## src/rtl/flash_lock_pkg.sv

```systemverilog
package flash_lock_pkg;
  typedef enum logic [1:0] {
    MODE_OPEN   = 2'd1,
    MODE_NOPROG = 2'd2,
    MODE_SEALED = 2'd3
  } prot_mode_e;

  typedef enum logic [2:0] {
    RQ_CODE_RD = 3'd0,
    RQ_CODE_PG = 3'd1,
    RQ_FUSE_PG = 3'd2,
    RQ_SIG_RD  = 3'd3,
    RQ_FUSE_RD = 3'd4,
    RQ_DBG_EN  = 3'd5,
    RQ_SIG_PG  = 3'd6,
    RQ_RSVD    = 3'd7
  } req_kind_e;
endpackage

```

## src/rtl/lock_byte_store.sv

```systemverilog
module lock_byte_store #(
  parameter int NUM_LOCK = 2,
  parameter int BYTE_W   = 8,
  localparam int SEL_W   = (NUM_LOCK > 1) ? $clog2(NUM_LOCK) : 1
) (
  input  logic                       clk,
  input  logic                       rst_n,
  input  logic                       wr_en,
  input  logic [SEL_W-1:0]           wr_sel,
  input  logic [BYTE_W-1:0]          wr_data,
  input  logic                       erase,
  output logic [NUM_LOCK*BYTE_W-1:0] bytes_q
);
  for (genvar g = 0; g < NUM_LOCK; g++) begin : g_byte
    logic [BYTE_W-1:0] val_q;
    logic              hit;
    assign hit = wr_en && (wr_sel == SEL_W'(g));
    always_ff @(posedge clk or negedge rst_n) begin
      if (!rst_n)     val_q <= '1;
      else if (erase) val_q <= '1;
      else if (hit)   val_q <= val_q & wr_data;
    end
    assign bytes_q[g*BYTE_W +: BYTE_W] = val_q;
  end
endmodule

```

## src/rtl/lock_mode_decode.sv

```systemverilog
module lock_mode_decode
  import flash_lock_pkg::*;
#(
  parameter int BYTE_W = 8
) (
  input  logic [BYTE_W-1:0] lock_lo,
  input  logic [BYTE_W-1:0] lock_hi,
  output prot_mode_e        mode
);
  logic lo_set, hi_set;
  assign lo_set = (lock_lo != '1);
  assign hi_set = (lock_hi != '1);

  always_comb begin
    if (!lo_set)     mode = MODE_OPEN;
    else if (hi_set) mode = MODE_SEALED;
    else             mode = MODE_NOPROG;
  end
endmodule

```

## src/rtl/access_policy.sv

```systemverilog
module access_policy
  import flash_lock_pkg::*;
(
  input  prot_mode_e mode,
  input  logic       req_valid,
  input  req_kind_e  req_kind,
  output logic       allow,
  output logic       deny
);
  logic ok;
  always_comb begin
    unique case (req_kind)
      RQ_CODE_PG, RQ_FUSE_PG, RQ_SIG_PG: ok = (mode == MODE_OPEN);
      RQ_CODE_RD, RQ_DBG_EN:             ok = (mode != MODE_SEALED);
      RQ_SIG_RD, RQ_FUSE_RD:             ok = 1'b1;
      default:                           ok = 1'b0;
    endcase
  end
  assign allow = req_valid & ok;
  assign deny  = req_valid & ~ok;
endmodule

```

## src/rtl/flash_lock_gate.sv

```systemverilog
module flash_lock_gate
  import flash_lock_pkg::*;
#(
  parameter int BYTE_W = 8
) (
  input  logic              clk,
  input  logic              rst_n,
  input  logic              lock_wr_en,
  input  logic              lock_wr_sel,
  input  logic [BYTE_W-1:0] lock_wr_data,
  input  logic              chip_erase,
  input  logic              req_valid,
  input  logic [2:0]        req_type,
  output logic              req_allow,
  output logic              req_deny,
  output logic [1:0]        prot_mode,
  output logic [2*BYTE_W-1:0] lock_bytes
);
  localparam int NUM_LOCK = 2;

  prot_mode_e mode;

  lock_byte_store #(.NUM_LOCK(NUM_LOCK), .BYTE_W(BYTE_W)) u_store (
    .clk     (clk),
    .rst_n   (rst_n),
    .wr_en   (lock_wr_en),
    .wr_sel  (lock_wr_sel),
    .wr_data (lock_wr_data),
    .erase   (chip_erase),
    .bytes_q (lock_bytes)
  );

  lock_mode_decode #(.BYTE_W(BYTE_W)) u_decode (
    .lock_lo (lock_bytes[BYTE_W-1:0]),
    .lock_hi (lock_bytes[2*BYTE_W-1:BYTE_W]),
    .mode    (mode)
  );

  access_policy u_policy (
    .mode      (mode),
    .req_valid (req_valid),
    .req_kind  (req_kind_e'(req_type)),
    .allow     (req_allow),
    .deny      (req_deny)
  );

  assign prot_mode = mode;
endmodule

```

## config.mk

```make
export PLATFORM = sky130hd
export DESIGN_NAME = flash_lock_gate
export DESIGN_NICKNAME = d
export VERILOG_FILES = /design/src/rtl/flash_lock_pkg.sv /design/src/rtl/lock_byte_store.sv /design/src/rtl/lock_mode_decode.sv /design/src/rtl/access_policy.sv /design/src/rtl/flash_lock_gate.sv
export SDC_FILE = /design/constraint.sdc
export NUM_CORES = 1
export LEC_CHECK = 0
export BUFFER_PORTS_ARGS = -buffer_cell sky130_fd_sc_hd__buf_2
export CAP_MARGIN = 20
export CORE_MARGIN = 3
export CORE_UTILIZATION = 48
export DETAILED_ROUTE_END_ITERATION = 12
export PLACE_DENSITY = 0.84
export SETUP_SLACK_MARGIN = 0.3
export SLEW_MARGIN = 20
export SYNTH_ARGS = -nofsm -noshare
export SYNTH_HDL_FRONTEND = slang
export SYNTH_SLANG_ARGS = --single-unit
```

## constraint.sdc

```tcl
create_clock -name clk -period 2.28 [get_ports clk]
set_input_delay 0.114 -clock clk [delete_from_list [all_inputs] [get_ports clk]]
set_output_delay 0.114 -clock clk [all_outputs]
set_load 0.01 [all_outputs]
```

Yosys cells after proc, flatten, opt, wreduce, memory -nomap -nowiden
Cells that the tools add are included.
{"block": "totals", "regBits": 16, "inputBits": 17}
{"block": "op_classes", "eq_ne": 10, "muxes": 7, "n_bitwise": 6, "n_reduce_logical": 8}
{"cell": "2-to-1 mux 8 bit", "count": 4}
{"cell": "AND 8 bit", "count": 2}
{"cell": "inequality test 8 bit (second input constant)", "count": 2}
{"cell": "== test 3 bit (second input constant)", "count": 3}
{"cell": "== test 3 x 2 -> 1 bit (second input constant)", "count": 2}
{"cell": "nonzero test 2 bit", "count": 2}
{"cell": "OR reduction 2 bit", "count": 2}
{"cell": "== test 3 x 1 -> 1 bit (second input constant)", "count": 1}
{"cell": "zero test 3 bit", "count": 1}
{"cell": "one-hot mux 1 bit (3 select lines)", "count": 1}
{"cell": "OR reduction 3 bit", "count": 1}
{"cell": "AND 1 bit", "count": 2}
{"cell": "== test 2 x 1 -> 1 bit (second input constant)", "count": 1}
{"cell": "logical AND 1 bit", "count": 2}
{"cell": "2-to-1 mux 2 bit", "count": 1}
{"cell": "inequality test 2 bit (second input constant)", "count": 1}
{"cell": "inverter 1 bit", "count": 2}
{"cell": "2-to-1 mux 1 bit", "count": 1}

Logic depth before layout (Yosys ltp)
{"block": "logic_depth", "depth_word": 7, "ltp_mapped": 4, "mapped_depth_nobuf": 4}

Modules after synthesis
From an unflattened synthesis, not the netlist that was laid out.
{"block": "hier_totals", "hier_cells": 81, "area_unflattened_um2": 785.8}
{"mod": "lock_byte_store", "n_inst": 1, "cells_each": 62, "area_each_um2": 659.4}
{"mod": "access_policy", "n_inst": 1, "cells_each": 12, "area_each_um2": 75.1}
{"mod": "lock_mode_decode", "n_inst": 1, "cells_each": 7, "area_each_um2": 51.3}

Least setup slack after synthesis
No wires, ideal clock.
{"block": "synth_timing", "path_kind": "reg2out", "from": "register u_store.g_byte[0].val_q[7]", "to": "output req_deny", "arrival_time_ns": 1.311, "path_slack_ns": 0.855, "stages_incl_launch_ff": 5, "path_cell_list": "dfstp_2 nand4_2 nor2_4 a2111oi_1 or3_1"}
{"block": "synth_via", "elab_chain_len": 6}
{"item": "start, declared", "line": "lock_byte_store.sv:15", "rtl": "logic [BYTE_W-1:0] val_q;"}
{"item": "start signal, assigned", "line": "lock_byte_store.sv:21", "rtl": "else if (hit) val_q <= val_q & wr_data;"}
{"item": "inequality test 8 bit (*)", "line": "lock_mode_decode.sv:11", "rtl": "assign lo_set = (lock_lo != '1);"}
{"item": "2-to-1 mux 2 bit (*)", "line": "lock_mode_decode.sv:15", "rtl": "if (!lo_set) mode = MODE_OPEN;"}
{"item": "inequality test 2 bit or == test 2 x 1 -> 1 bit (tied branches)", "line": "access_policy.sv:14, access_policy.sv:13"}
{"item": "one-hot mux 1 bit (3 select lines) (*)", "line": "access_policy.sv:12", "rtl": "unique case (req_kind)"}
{"item": "inverter 1 bit (*)", "line": "access_policy.sv:20", "rtl": "assign deny = req_valid & ~ok;"}
{"item": "AND 1 bit (*)", "line": "access_policy.sv:20"}
{"item": "end, declared", "line": "flash_lock_gate.sv:15", "rtl": "output logic req_deny,"}
Mark *: on every way between the ends. The rest lies on a longest branch, timed or not.

Worst setup path in the final report
Ends and elaborated chain as after synthesis.

==> impl_metrics.yaml <==
clock_tree:
  clkLatencyLatePin_ns: 0.28
  cts_tree: "done"
  post-cts-setup-buffers: 0
  ctsHtreeMaxLevel: 1
  cts_resized: 0
  hold_buffers: 0
  clockBufferDepth: 2
  clock_sinks: 16
  cts_root_buf: "clkbuf_4"
  cts_buffers: 3
  clkSlewWorstSetupHoldPaths_ns: 0.08
cells_and_area:
  nets: 133
  antennaDiodeCount: 0
  final_cells: 130
  drive_gt1_frac: 0.518
  final_util: 0.657
  top_regs: "u_store.g_byte.val_q x16"
  largest-register: "u_store.g_byte.val_q"
  final_area_sq_mm: 0.00100
  largest_reg_flops: 16
  synthToLayoutAreaGrowth_pct: 26.8
global_routing:
  antenna_found_initial: 0
  grt_usage: 0.198
  grt-ovfl-total: 0
  grt_pass1_vias: 693
  grt_pass1_wl_microns: 2940
  grt_max_degree: 17
route:
  totalWireLength_microns: 1870
  route.detailed.drc: 0
  drtIter0Drc: 14
  routed_via_density: 5.49
  wl_per_cell_microns: 14.4
  ant_nets: 0
  first_pass_iters: 4
  via_count: 714
logic_synthesis:
  ys_ff_latch: 16
  synth_area_sq_um: 790
  synthTopCellsByCount: "17 x nand2b_1, 17 x o21ai_0, 16 x dfstp_2"
  synth_nets: 94
  synthCells: 77
  ys_types: 22
  synth_top_cell_area_share: 0.532
  synth.largest_area_cell: "dfstp_2"
  synth_edf_count: 0
  avgSynthCellArea_sq_um: 10.3
  ys_warn_count: 0
  synthArstFlopShare: 1.00
  synth_flop_cell: "dfstp_2"
  seq_area_frac_synth: 0.532
  ys_top_cells_by_area: "dfstp_2 53%, nand2b_1 13%, o21ai_0 11%"
place:
  place_area_sq_um: 978
  placed_cells: 127
  hpwl_microns: 1540
  pre_cts_ws_ns: 0.763
  gp_congestion: 0.849
  io_buffers: 36
critical_path:
  critPathLaunch: "u_store.g_byte[0].val_q[7]$_DFFE_PN1P_"
  reg2reg_from: "u_store.g_byte[0].val_q[7]$_DFFE_PN1P_"
  crit_fanout: 5
  endpoint_kind: "output pin"
  worstPathArrival_ns: 1.71
  cp.required_ns: 2.17
  worst-setup-path-type: "register to output pin"
  cp-start-kind: "register"
floorplan:
  fp.dieH_microns: 46.6
  core_sq_mm: 0.00152
  std_cell_rows: 14
  start_util: 0.518
  dieArea_sq_mm: 0.00217
  die_x_microns: 46.6
  io_pins: 37
hold_path:
  hold_class: "primary input to async pin"
timing:
  fin_ws_ns: 0.453
  hold_ws_ns: -0.0105
  hold_viol_final: 16
  period_minus_slack_ns: 1.83
  timing.final.crit_share: 0.801
  slew_viol_final: 0
  setup_viol: 0
  relSlewSlack: 0.775
  tns_ns: 0
  clock.fmax_ghz: 0.547
  tightest_slew_ns: 0.338
  rsz0062_at_grt: "false"
  skew_ns: 0
power_and_ir_drop:
  max-vdd-ir-drop_mv: 0.328
  p_sw_mw: 0.170
  swShare: 0.284
  p_leak_nw: 0.424
  clkPwrFrac: 0.240
  power_mw: 0.600
  powerDensity_mw_per_mm2: 599
  internal_power_mw: 0.429
  seqPwrFrac: 0.540
  power_frac_comb: 0.220
flow_run:
  drv_cap: 0
run_status:
  violations: "hold timing"
  outcome: "finished, violations left"
power groups by stage:
| stage | clock network [mW] | registers [mW] | logic (mW) |
|---|---|---|---|
| floorplan | 0 | 0.334 | 0.0695 |
| global placement | 0 | 0.327 | 0.129 |
| detailed placement | 0 | 0.329 | 0.133 |
| CTS | 0.149 | 0.324 | 0.134 |
| global route | 0.166 | 0.326 | 0.146 |
| finish | 0.144 | 0.324 | 0.132 |
cells by family after synthesis:
| group | synth area share |
|---|---|
| DFF | 0.532 |
| buffers and inverters | 0.0238 |
| AOI/OAI and AO/OA | 0.147 |
| and+or+nand+nor | 0.296 |
layout make-up:
class / instances / area [sq um]
Multi-Input combinational cell: 57 / 350
Clock buffer: 3 / 22.5
Tap cell: 16 / 20.0
Timing Repair Buffer: 36 / 180
Fill cell: 131 / 523
Sequential cell: 16 / 420
Inverter: 2 / 7.51
per-layer routing:
layer | global-route usage | up-vias | share of wire
met5 | 0 | - | 0
met4 | 0.0682 | 0 | 0.011
met3 | 0.0469 | 3 | 0.073
met2 | 0.343 | 30 | 0.50
met1 | 0.235 | 333 | 0.42
li1 | - | 348 | -
final timing paths:
| check | endpoint | slack [ns] | cells past startpoint |
|---|---|---|---|
| hold / removal | u_store.g_byte[1].val_q[6]$_DFFE_PN1P_ | -0.01 | 1 |
| max in group asynchronous | u_store.g_byte[0].val_q[2]$_DFFE_PN1P_ | 2.26 | 1 |
| hold reg to reg | u_store.g_byte[1].val_q[7]$_DFFE_PN1P_ | 0.50 | 2 |
| setup / recovery | req_deny | 0.45 | 5 |
| setup reg to reg | u_store.g_byte[0].val_q[7]$_DFFE_PN1P_ | 1.45 | 2 |
| min in group clk | u_store.g_byte[1].val_q[2]$_DFFE_PN1P_ | 0.09 | 3 |
worst max-delay path, cell delays in order (launching register included):
cell and delay, ns:
dfstp_2 0.55, nand4_2 0.14, nor2_4 0.17, a2111oi_1 0.07, or3_1 0.36, buf_2 0.14
layout by cell type, fill, tap and decap left out:
| cell type | instances |
|---|---|
| dfstp_2 | 16 |
| a2111oi_1 | 1 |
| nor2_1 | 2 |
| nand2b_1 | 17 |
| o2111ai_1 | 1 |
| clkbuf_4 | 3 |
| o21ai_0 | 17 |
| or3_1 | 1 |
| nor2b_1 | 1 |
| buf_2 | 36 |
| or2_1 | 1 |
| a21oi_1 | 1 |
| nor2_2 | 1 |
| nand3_1 | 2 |
| and4_1 | 1 |
| nand4_4 | 1 |
| nand2_1 | 5 |
| nand4_2 | 1 |
| a211oi_1 | 1 |
| nand4_1 | 2 |
| inv_1 | 2 |
| nor2_4 | 1 |
No activity file was read; power rests on OpenSTA's default activity.
